==> src/rtl/sfr_pkg.sv <==
package sfr_pkg;
  typedef enum logic [2:0] {
    RX_IDLE,
    RX_DATA,
    RX_PAR,
    RX_STOP1,
    RX_STOP2
  } rx_state_t;
endpackage

==> src/rtl/sfr_edge_sync.sv <==
module sfr_edge_sync #(
  parameter int STAGES = 2
) (
  input  logic clk,
  input  logic rst,
  input  logic sck_raw,
  input  logic sd_raw,
  input  logic pol,
  output logic edge_o,
  output logic bit_o
);
  logic [STAGES-1:0] sck_q;
  logic [STAGES-1:0] sd_q;
  logic              sck_prev;

  always_ff @(posedge clk) begin
    if (rst) begin
      sck_q[0] <= 1'b0;
      sd_q[0]  <= 1'b1;
    end else begin
      sck_q[0] <= sck_raw;
      sd_q[0]  <= sd_raw;
    end
  end

  for (genvar i = 1; i < STAGES; i++) begin : g_stage
    always_ff @(posedge clk) begin
      if (rst) begin
        sck_q[i] <= 1'b0;
        sd_q[i]  <= 1'b1;
      end else begin
        sck_q[i] <= sck_q[i-1];
        sd_q[i]  <= sd_q[i-1];
      end
    end
  end

  always_ff @(posedge clk) begin
    if (rst) sck_prev <= 1'b0;
    else     sck_prev <= sck_q[STAGES-1];
  end

  // data travels through the same number of stages, so it stays aligned with the clock
  always_comb begin
    if (pol) edge_o = sck_prev & ~sck_q[STAGES-1];
    else     edge_o = ~sck_prev & sck_q[STAGES-1];
    bit_o = sd_q[STAGES-1];
  end
endmodule

==> src/rtl/sfr_deser.sv <==
module sfr_deser
  import sfr_pkg::*;
#(
  parameter int MIN_BITS = 5,
  parameter int MAX_BITS = 9,
  localparam int CW = $clog2(MAX_BITS + 1)
) (
  input  logic                clk,
  input  logic                rst,
  input  logic                smp_edge,
  input  logic                smp_bit,
  input  logic [CW-1:0]       cfg_nbits,
  input  logic [1:0]          cfg_par,
  input  logic                cfg_two_stop,
  output logic [MAX_BITS-1:0] word_o,
  output logic                valid_o,
  output logic                ferr_o,
  output logic                perr_o,
  output logic [CW-1:0]       frm_nbits,
  output logic                frm_par_en
);
  rx_state_t           st;
  logic [CW-1:0]       cnt;
  logic [MAX_BITS-1:0] shreg;
  logic                par_odd;
  logic                two_stop;
  logic                par_rx;
  logic                ferr_acc;
  logic [CW-1:0]       n_clamped;
  logic                par_bad;

  always_comb begin
    if (cfg_nbits < CW'(MIN_BITS))      n_clamped = CW'(MIN_BITS);
    else if (cfg_nbits > CW'(MAX_BITS)) n_clamped = CW'(MAX_BITS);
    else                                n_clamped = cfg_nbits;
    par_bad = frm_par_en & (par_rx ^ (^shreg) ^ par_odd);
  end

  always_ff @(posedge clk) begin
    if (rst) begin
      st         <= RX_IDLE;
      cnt        <= '0;
      shreg      <= '0;
      par_odd    <= 1'b0;
      two_stop   <= 1'b0;
      par_rx     <= 1'b0;
      ferr_acc   <= 1'b0;
      frm_nbits  <= CW'(MIN_BITS);
      frm_par_en <= 1'b0;
      word_o     <= '0;
      valid_o    <= 1'b0;
      ferr_o     <= 1'b0;
      perr_o     <= 1'b0;
    end else begin
      valid_o <= 1'b0;
      if (smp_edge) begin
        unique case (st)
          RX_IDLE: if (!smp_bit) begin
            shreg      <= '0;
            cnt        <= '0;
            ferr_acc   <= 1'b0;
            par_rx     <= 1'b0;
            frm_nbits  <= n_clamped;
            frm_par_en <= cfg_par[1];
            par_odd    <= cfg_par[0];
            two_stop   <= cfg_two_stop;
            st         <= RX_DATA;
          end
          RX_DATA: begin
            shreg[cnt] <= smp_bit;
            cnt        <= cnt + 1'b1;
            if (cnt == frm_nbits - 1'b1) st <= frm_par_en ? RX_PAR : RX_STOP1;
          end
          RX_PAR: begin
            par_rx <= smp_bit;
            st     <= RX_STOP1;
          end
          RX_STOP1: begin
            if (two_stop) begin
              ferr_acc <= ~smp_bit;
              st       <= RX_STOP2;
            end else begin
              word_o  <= shreg;
              valid_o <= 1'b1;
              ferr_o  <= ~smp_bit;
              perr_o  <= par_bad;
              st      <= RX_IDLE;
            end
          end
          RX_STOP2: begin
            word_o  <= shreg;
            valid_o <= 1'b1;
            ferr_o  <= ferr_acc | ~smp_bit;
            perr_o  <= par_bad;
            st      <= RX_IDLE;
          end
          default: st <= RX_IDLE;
        endcase
      end
    end
  end
endmodule

==> src/rtl/sync_frame_rx.sv <==
module sync_frame_rx #(
  parameter int SYNC_STAGES = 2,
  parameter int MIN_BITS    = 5,
  parameter int MAX_BITS    = 9,
  localparam int CW = $clog2(MAX_BITS + 1)
) (
  input  logic                clk,
  input  logic                rst,
  input  logic                sck_in,
  input  logic                sdata_in,
  input  logic                cfg_pol,
  input  logic [CW-1:0]       cfg_nbits,
  input  logic [1:0]          cfg_par,
  input  logic                cfg_two_stop,
  output logic [MAX_BITS-1:0] rx_word,
  output logic                rx_valid,
  output logic                rx_frame_err,
  output logic                rx_par_err
);
  logic          smp_edge;
  logic          smp_bit;
  logic [CW-1:0] frm_nbits;
  logic          frm_par_en;

  sfr_edge_sync #(.STAGES(SYNC_STAGES)) u_sync (
    .clk     (clk),
    .rst     (rst),
    .sck_raw (sck_in),
    .sd_raw  (sdata_in),
    .pol     (cfg_pol),
    .edge_o  (smp_edge),
    .bit_o   (smp_bit)
  );

  sfr_deser #(.MIN_BITS(MIN_BITS), .MAX_BITS(MAX_BITS)) u_deser (
    .clk          (clk),
    .rst          (rst),
    .smp_edge     (smp_edge),
    .smp_bit      (smp_bit),
    .cfg_nbits    (cfg_nbits),
    .cfg_par      (cfg_par),
    .cfg_two_stop (cfg_two_stop),
    .word_o       (rx_word),
    .valid_o      (rx_valid),
    .ferr_o       (rx_frame_err),
    .perr_o       (rx_par_err),
    .frm_nbits    (frm_nbits),
    .frm_par_en   (frm_par_en)
  );
endmodule

==> config.mk <==
export PLATFORM = sky130hd
export DESIGN_NAME = sync_frame_rx
export DESIGN_NICKNAME = d
export VERILOG_FILES = /design/src/rtl/sfr_pkg.sv /design/src/rtl/sfr_edge_sync.sv /design/src/rtl/sfr_deser.sv /design/src/rtl/sync_frame_rx.sv
export SDC_FILE = /design/constraint.sdc
export NUM_CORES = 1
export LEC_CHECK = 0
export BUFFER_PORTS_ARGS = -buffer_cell sky130_fd_sc_hd__buf_2
export CORE_ASPECT_RATIO = 0.9
export CORE_MARGIN = 10
export CORE_UTILIZATION = 40
export DETAILED_ROUTE_END_ITERATION = 8
export SLEW_MARGIN = 20
export SYNTH_ARGS = -nofsm -noshare
export SYNTH_HDL_FRONTEND = slang
export SYNTH_SLANG_ARGS = --single-unit
==> constraint.sdc <==
create_clock -name clk -period 2.45 [get_ports clk]
set_clock_uncertainty 0.05 [all_clocks]
set_input_delay 0.245 -clock clk [delete_from_list [all_inputs] [get_ports clk]]
set_output_delay 0.245 -clock clk [all_outputs]
set_load 0.01 [all_outputs]
# Word-level counts from Yosys, hierarchy flattened
# Index checks and enable logic that the tools add are counted.
classes:
  addsub: 2
  order_cmp: 4
  eq_ne: 9
  mux: 27
  n_bitwise: 10
  n_reduce_logical: 14
ops:
  columns: ["cell", "count"]
  rows:
  - ["9-bit case mux with 2 select lines", 2]
  - ["9-bit two-way mux", 2]
  - ["3-bit AND reduction", 5]
  - ["4-bit two-way mux", 3]
  - ["3-bit case mux with 4 select lines", 1]
  - ["1-bit case mux with 2 select lines", 5]
  - ["9-bit bitwise mux", 1]
  - ["3-bit two-way mux", 3]
  - ["9-bit parity", 1]
  - ["1-bit two-way mux", 8]
  - ["4-bit case mux with 2 select lines", 1]
  - ["2-bit nonzero test", 4]
  - ["3-bit by 2-bit == test with 1-bit output, second input constant", 2]
  - ["4-bit by 5-bit less-than comparator with 1-bit output, second input constant", 1]
  - ["4-bit by 1-bit adder with 4-bit output, second input constant", 1]
  - ["1-bit demux with 4-bit select", 1]
  - ["4-bit == test", 1]
  - ["4-bit by 1-bit greater-or-equal comparator with 1-bit output, second input constant", 1]
  - ["4-bit greater-than comparator, second input constant", 1]
  - ["4-bit by 3-bit less-than comparator with 1-bit output, second input constant", 1]
  - ["2-bit by 1-bit inequality test with 1-bit output, second input constant", 2]
  - ["2-bit inequality test, second input constant", 2]
  - ["1-bit NOT", 4]
  - ["4-bit AND reduction", 1]
  - ["9 further kinds", 12]
word_totals:
  ff_bits: 42
  in_bits: 12
  output_inout_bits: 12
  elab_cells: 84

# Logic depth before layout (Yosys ltp)
depth:
  ltp_word: 6
  mapped_depth: 7
  mapped_depth_nobuf: 7

# By module
# Synthesis repeated with hierarchy kept, for this count alone.
unflattened:
  cells_unflattened: 219
  hier_area_um2: 1981.9
modules_own_cells:
  columns: ["module", "n_inst", "cells_per_inst", "area_per_inst_um2", "seq_area_each_um2"]
  rows:
  - ["sfr_deser", 1, 206, 1828.0, 740.7]
  - ["sfr_edge_sync", 1, 13, 153.9, 100.1]

# Least setup slack after synthesis
# OpenSTA, ideal clock, no wires.
synth_timing:
  kind: "reg2reg"
  start: "register u_sync.sck_prev"
  end: "register u_deser.cnt[2]"
  setup_ns: 0.115
  arrival_ns: 1.605
  required_time_ns: 2.285
  slack_ns: 0.680
  path_stages_with_launch: 8
  path_buffers: 2
  period_less_slack_ns: 1.770
  path_cell_list: "dfxtp_1 nor3b_4 nor2_4 or4b_1 buf_6 or2b_1 buf_4 nor2_1"
synth_between:
  elab_chain_cells: 4
  elab_cells_between_ends: 5
  cone_classes: "1 x mux; 3 x bitwise; 1 x reduce/logical"
synth_rtl:
  columns: ["item", "line", "rtl"]
  rows:
  - ["from (decl)", "sfr_edge_sync.sv:14", "logic sck_prev;"]
  - ["from (signal assigned)", "sfr_edge_sync.sv:40", "else sck_prev <= sck_q[STAGES-1];"]
  - ["1-bit NOT", "sfr_edge_sync.sv:46", "else edge_o = ~sck_prev & sck_q[STAGES-1];"]
  - ["1-bit AND", "sfr_edge_sync.sv:46", null]
  - ["1-bit two-way mux (*)", "sfr_edge_sync.sv:45", "if (pol) edge_o = sck_prev & ~sck_q[STAGES-1];"]
  - ["3-bit AND reduction (no line) (*)", null, null]
  - ["to (signal assigned)", "sfr_deser.sv:71", "cnt <= cnt + 1'b1;"]
  - ["to (decl)", "sfr_deser.sv:23", "logic [CW-1:0] cnt;"]
# Mark *: on every way between the ends. The rest lies on a longest branch, timed or not.
# A chain may end at the register's enable or synchronous reset.

# Worst setup path in the final report
layout_timing:
  start: "register u_sync.sck_prev"
  end: "register u_deser.frm_nbits[1]"
layout_between:
  elab_chain_cells: 4
  elab_cells_between_ends: 5
  cone_classes: "1 x mux; 3 x bitwise; 1 x reduce/logical"
layout_rtl:
  columns: ["item", "line", "rtl"]
  rows:
  - ["1-bit NOT", "sfr_edge_sync.sv:46", null]
  - ["1-bit AND", "sfr_edge_sync.sv:46", null]
  - ["1-bit two-way mux (*)", "sfr_edge_sync.sv:45", null]
  - ["3-bit AND reduction (no line) (*)", null, null]
  - ["to (signal assigned)", "sfr_deser.sv:48", "frm_nbits <= CW'(MIN_BITS);"]
  - ["to (signal assigned)", "sfr_deser.sv:63", "frm_nbits <= n_clamped;"]
  - ["to (decl)", "sfr_deser.sv:19", "output logic [CW-1:0] frm_nbits,"]
# Marked as above.

==> summary.md <==
| Metric | Value |
|---|---|
| Worst-Margin Slew | 0.600 ns |
| First-pass DRT Iterations | 4 |
| Post-synthesis cell type count | 42 |
| Power Density | 535 nW/um^2 |
| Post-synth top area cell | dfxtp_1 |
| Leakage | 0.000963 uW |
| Critical path class | reg -> reg |
| Crit path arrival time | about 2.2 ns |
| Starting Density | between 40% and 50% |
| Skew-Pair Late Insertion Delay | 0.29 ns |
| Sequential area share after synthesis | 42.6% |
| Crit path time final | just over 2 ns |
| Element type at the critical path end | flop |
| Post-synthesis compound-gate area fraction | 8.05% |
| Initial antenna violation count | 0 |
| Unrepaired setup endpoints after global routing | false |
| Clk sink count | 42 |
| Layout Nets | 259 |
| TritonCTS clock tree | done |
| IO Pins | 24 |
| Core area | around 4800 um^2 |
| Post-place instance area | approximately 2100 um^2 |
| Cts bufs inserted | 5 |
| Die Span Y | 86.6 um |
| Number of synthesized flops with an enable pin | 0 |
| Top-area cell type share of the netlist area | between 40% and 50% |
| Std-Cell Rows | 24 |
| Syn nets | 238 |
| H-tree levels | 2 |
| Ys Warns | 0 |
| # fillers | 487 |
| Commonest non-fill, non-tap cells in the layout | dfxtp_1, nor2_1, buf_2, mux2i_1, nand2_1 |
| Layout cell share with drive strength beyond 1 | 17.7% |
| Adder-Cell Fraction of Synth Area | 3.17% |
| Routed WL | 3800 um |
| Gr ovfl total | 0 |
| Diode count | 0 |
| Synthesized flop and latch total | 42 |
| Die area | 8150 um^2 |
| Fmax | 494 MHz |
| Drt via density | 4.78 |
| DRC Markers | 0 |
| Post-cts sizing count | 0 |
| Gate Count Post-Synth | approximately 220 |
| Synth Area in Simple Gates | 21.8% |
| Remaining antenna violation count | 0 |
| Crit share post-route | between 80% and 90% |
| Hold Vio Cnt, Final | 0 |
| Clock Pin Slew Worst Setup and Hold Paths | 0.07 ns |
| WL per Instance | 12.3 um |
| Max Cap Viol | 0 |
| Total GRT Usage | 10.0% |
| Max Buffers Root-to-Sink | 2 |
| Hold Buf Count CTS | 0 |
| Design area | approximately 2200 um^2 |
| Multiplexer area fraction after synthesis | 11.4% |
| Crit start category | flop |
| IO Port Bufs | 23 |
| Syn_area_per_cell | 8.93 um^2 |
| Die width | approximately 94 um |
| Top FF cell, synth | dfxtp_1 |
| Hold_ws | 0.0814 ns |
| Crit Path Max Fanout | 10 |
| Root buf cell | clkbuf_8 |
| Vias in the first global route | around 1400 |
| Area growth syn-to-layout | 12.7% |
| Run status | finished, final reports clean |
| Synth Cell Area | 1970 um^2 |
| Largest net degree at the start of global routing | 35 |
| Most common cell after layout, fill and taps aside | dfxtp_1 |
| Crit path required time | approximately 2.6 ns |
| Routed vias | 1473 |
| Global-route wire length before repair | 6520 um |
| Setup TNS | 0 ns |
| Setup violators final | 0 |
| HPWL Detailed | 2720 um |
| Main combinational cell family by area after synthesis | simple AND/OR/NAND/NOR gates |
| Worst min path class | in -> reg |
| Post-CTS setup buffer count | 0 |
| Final Max Slew Viols | 0 |
| Synth async-reset ratio | 0% |
| Initial DRC count | 123 |
| Post-Synth XOR/XNOR Area | under 10% |
| Placer Congestion | 0.743 |
| Synth area leaders | dfxtp_1, mux2i_1, nor2_1 |
| Slew headroom | 60.0% |
| Worst-case vdd ir drop | approximately 0.00033 V |
-- worst paths after layout --
path / from / endpoint / slack (ns) / cells after the start
worst min-delay path: sdata_in / u_sync.sd_q[0]$_SDFF_PP1_ / 0.08 / 2
worst max register to register: u_sync.sck_prev$_SDFF_PP0_ / u_deser.frm_nbits[1]$_SDFFE_PP0P_ / 0.43 / 6
worst max-delay path: u_sync.sck_prev$_SDFF_PP0_ / u_deser.frm_nbits[1]$_SDFFE_PP0P_ / 0.43 / 6
worst min register to register: u_sync.sd_q[0]$_SDFF_PP1_ / u_sync.bit_o$_SDFF_PP1_ / 0.37 / 1
-- power breakdown --
| part | total, uW | switching (uW) | leakage, uW | internal [uW] |
|---|---|---|---|---|
| clock | 456 | 229 | 0.0000482 | 227 |
| sequential | 689 | 2.60 | 0.000339 | 687 |
| combinational | 44.4 | 26.4 | 0.000576 | 18.1 |
| total | 1190 | 258 | 0.000963 | 932 |
-- layout make-up --
class	count	area (um^2)	share of cell area [%]
Multi-Input combinational cell	158	1040	46.7
Timing Repair Buffer	26	138	6.19
Clock inverter	1	5.00	0.225
Clock buffer	7	86.3	3.88
Inverter	9	33.8	1.52
Tap cell	65	81.3	3.66
Sequential cell	42	841	37.8
-- cell families (layout without fill, tap and decap cells) --
kind of cell,after synthesis,count (layout)
flops,42,42
fa+ha+maj,5,5
buf+inv,21,43
simple gates,88,88
xor+xnor,17,17
mux,22,22
compound gates,26,26
-- Yosys cell counts, types with 2 or more instances --
master / n
dfxtp_1: 42
nor2_1: 37
mux2i_1: 21
nand2_1: 17
xnor2_1: 14
a21oi_1: 9
clkbuf_1: 8
inv_1: 8
nor3_1: 8
o21ai_0: 8
ha_1: 5
nand3_1: 4
nand2b_1: 3
nor2b_1: 3
nor4_1: 3
buf_2: 2
or2_2: 2
or3_1: 2
xor2_1: 2
-- routing by layer --
layer	GRT usage, %	routed length (um)
met4	3.72	58
met5	0	0
met1	13.4	1920
met3	4.41	281
met2	13.7	1540
-- critical path, stage by stage (launching register included) --
cell and delay [ns]:
dfxtp_1 0.33, nor3b_4 0.27, nor2_4 0.11, or4b_1 0.62, buf_4 0.22, mux2_4 0.30, nor2_2 0.07
-- per-stage QoR --
step                setup WS [ns]  power, uW  instances  utilization [%]
floorplan                   0.680        734        221                -
global placement            0.417        750        300             44.4
detailed placement          0.399        751        300             44.4
CTS                         0.412       1210        308             46.3
global route                0.314       1240        308             46.3
finish                      0.427       1190        308             46.3
-- sequential cells by signal (all words and copies together), names as in the netlist --
name	flops
u_deser.ferr_o	1
u_sync.sck_q	2
u_sync.sck_prev	1
u_deser.word_o	9
u_deser.par_odd	1
u_deser.frm_par_en	1
u_deser.st	3
u_deser.perr_o	1
u_deser.cnt	4
u_deser.valid_o	1
u_deser.two_stop	1
u_deser.ferr_acc	1
u_deser.frm_nbits	4
u_sync.sd_q	1
u_sync.bit_o	1
u_deser.par_rx	1
u_deser.shreg	9
No activity file was read; power rests on OpenSTA's default activity.
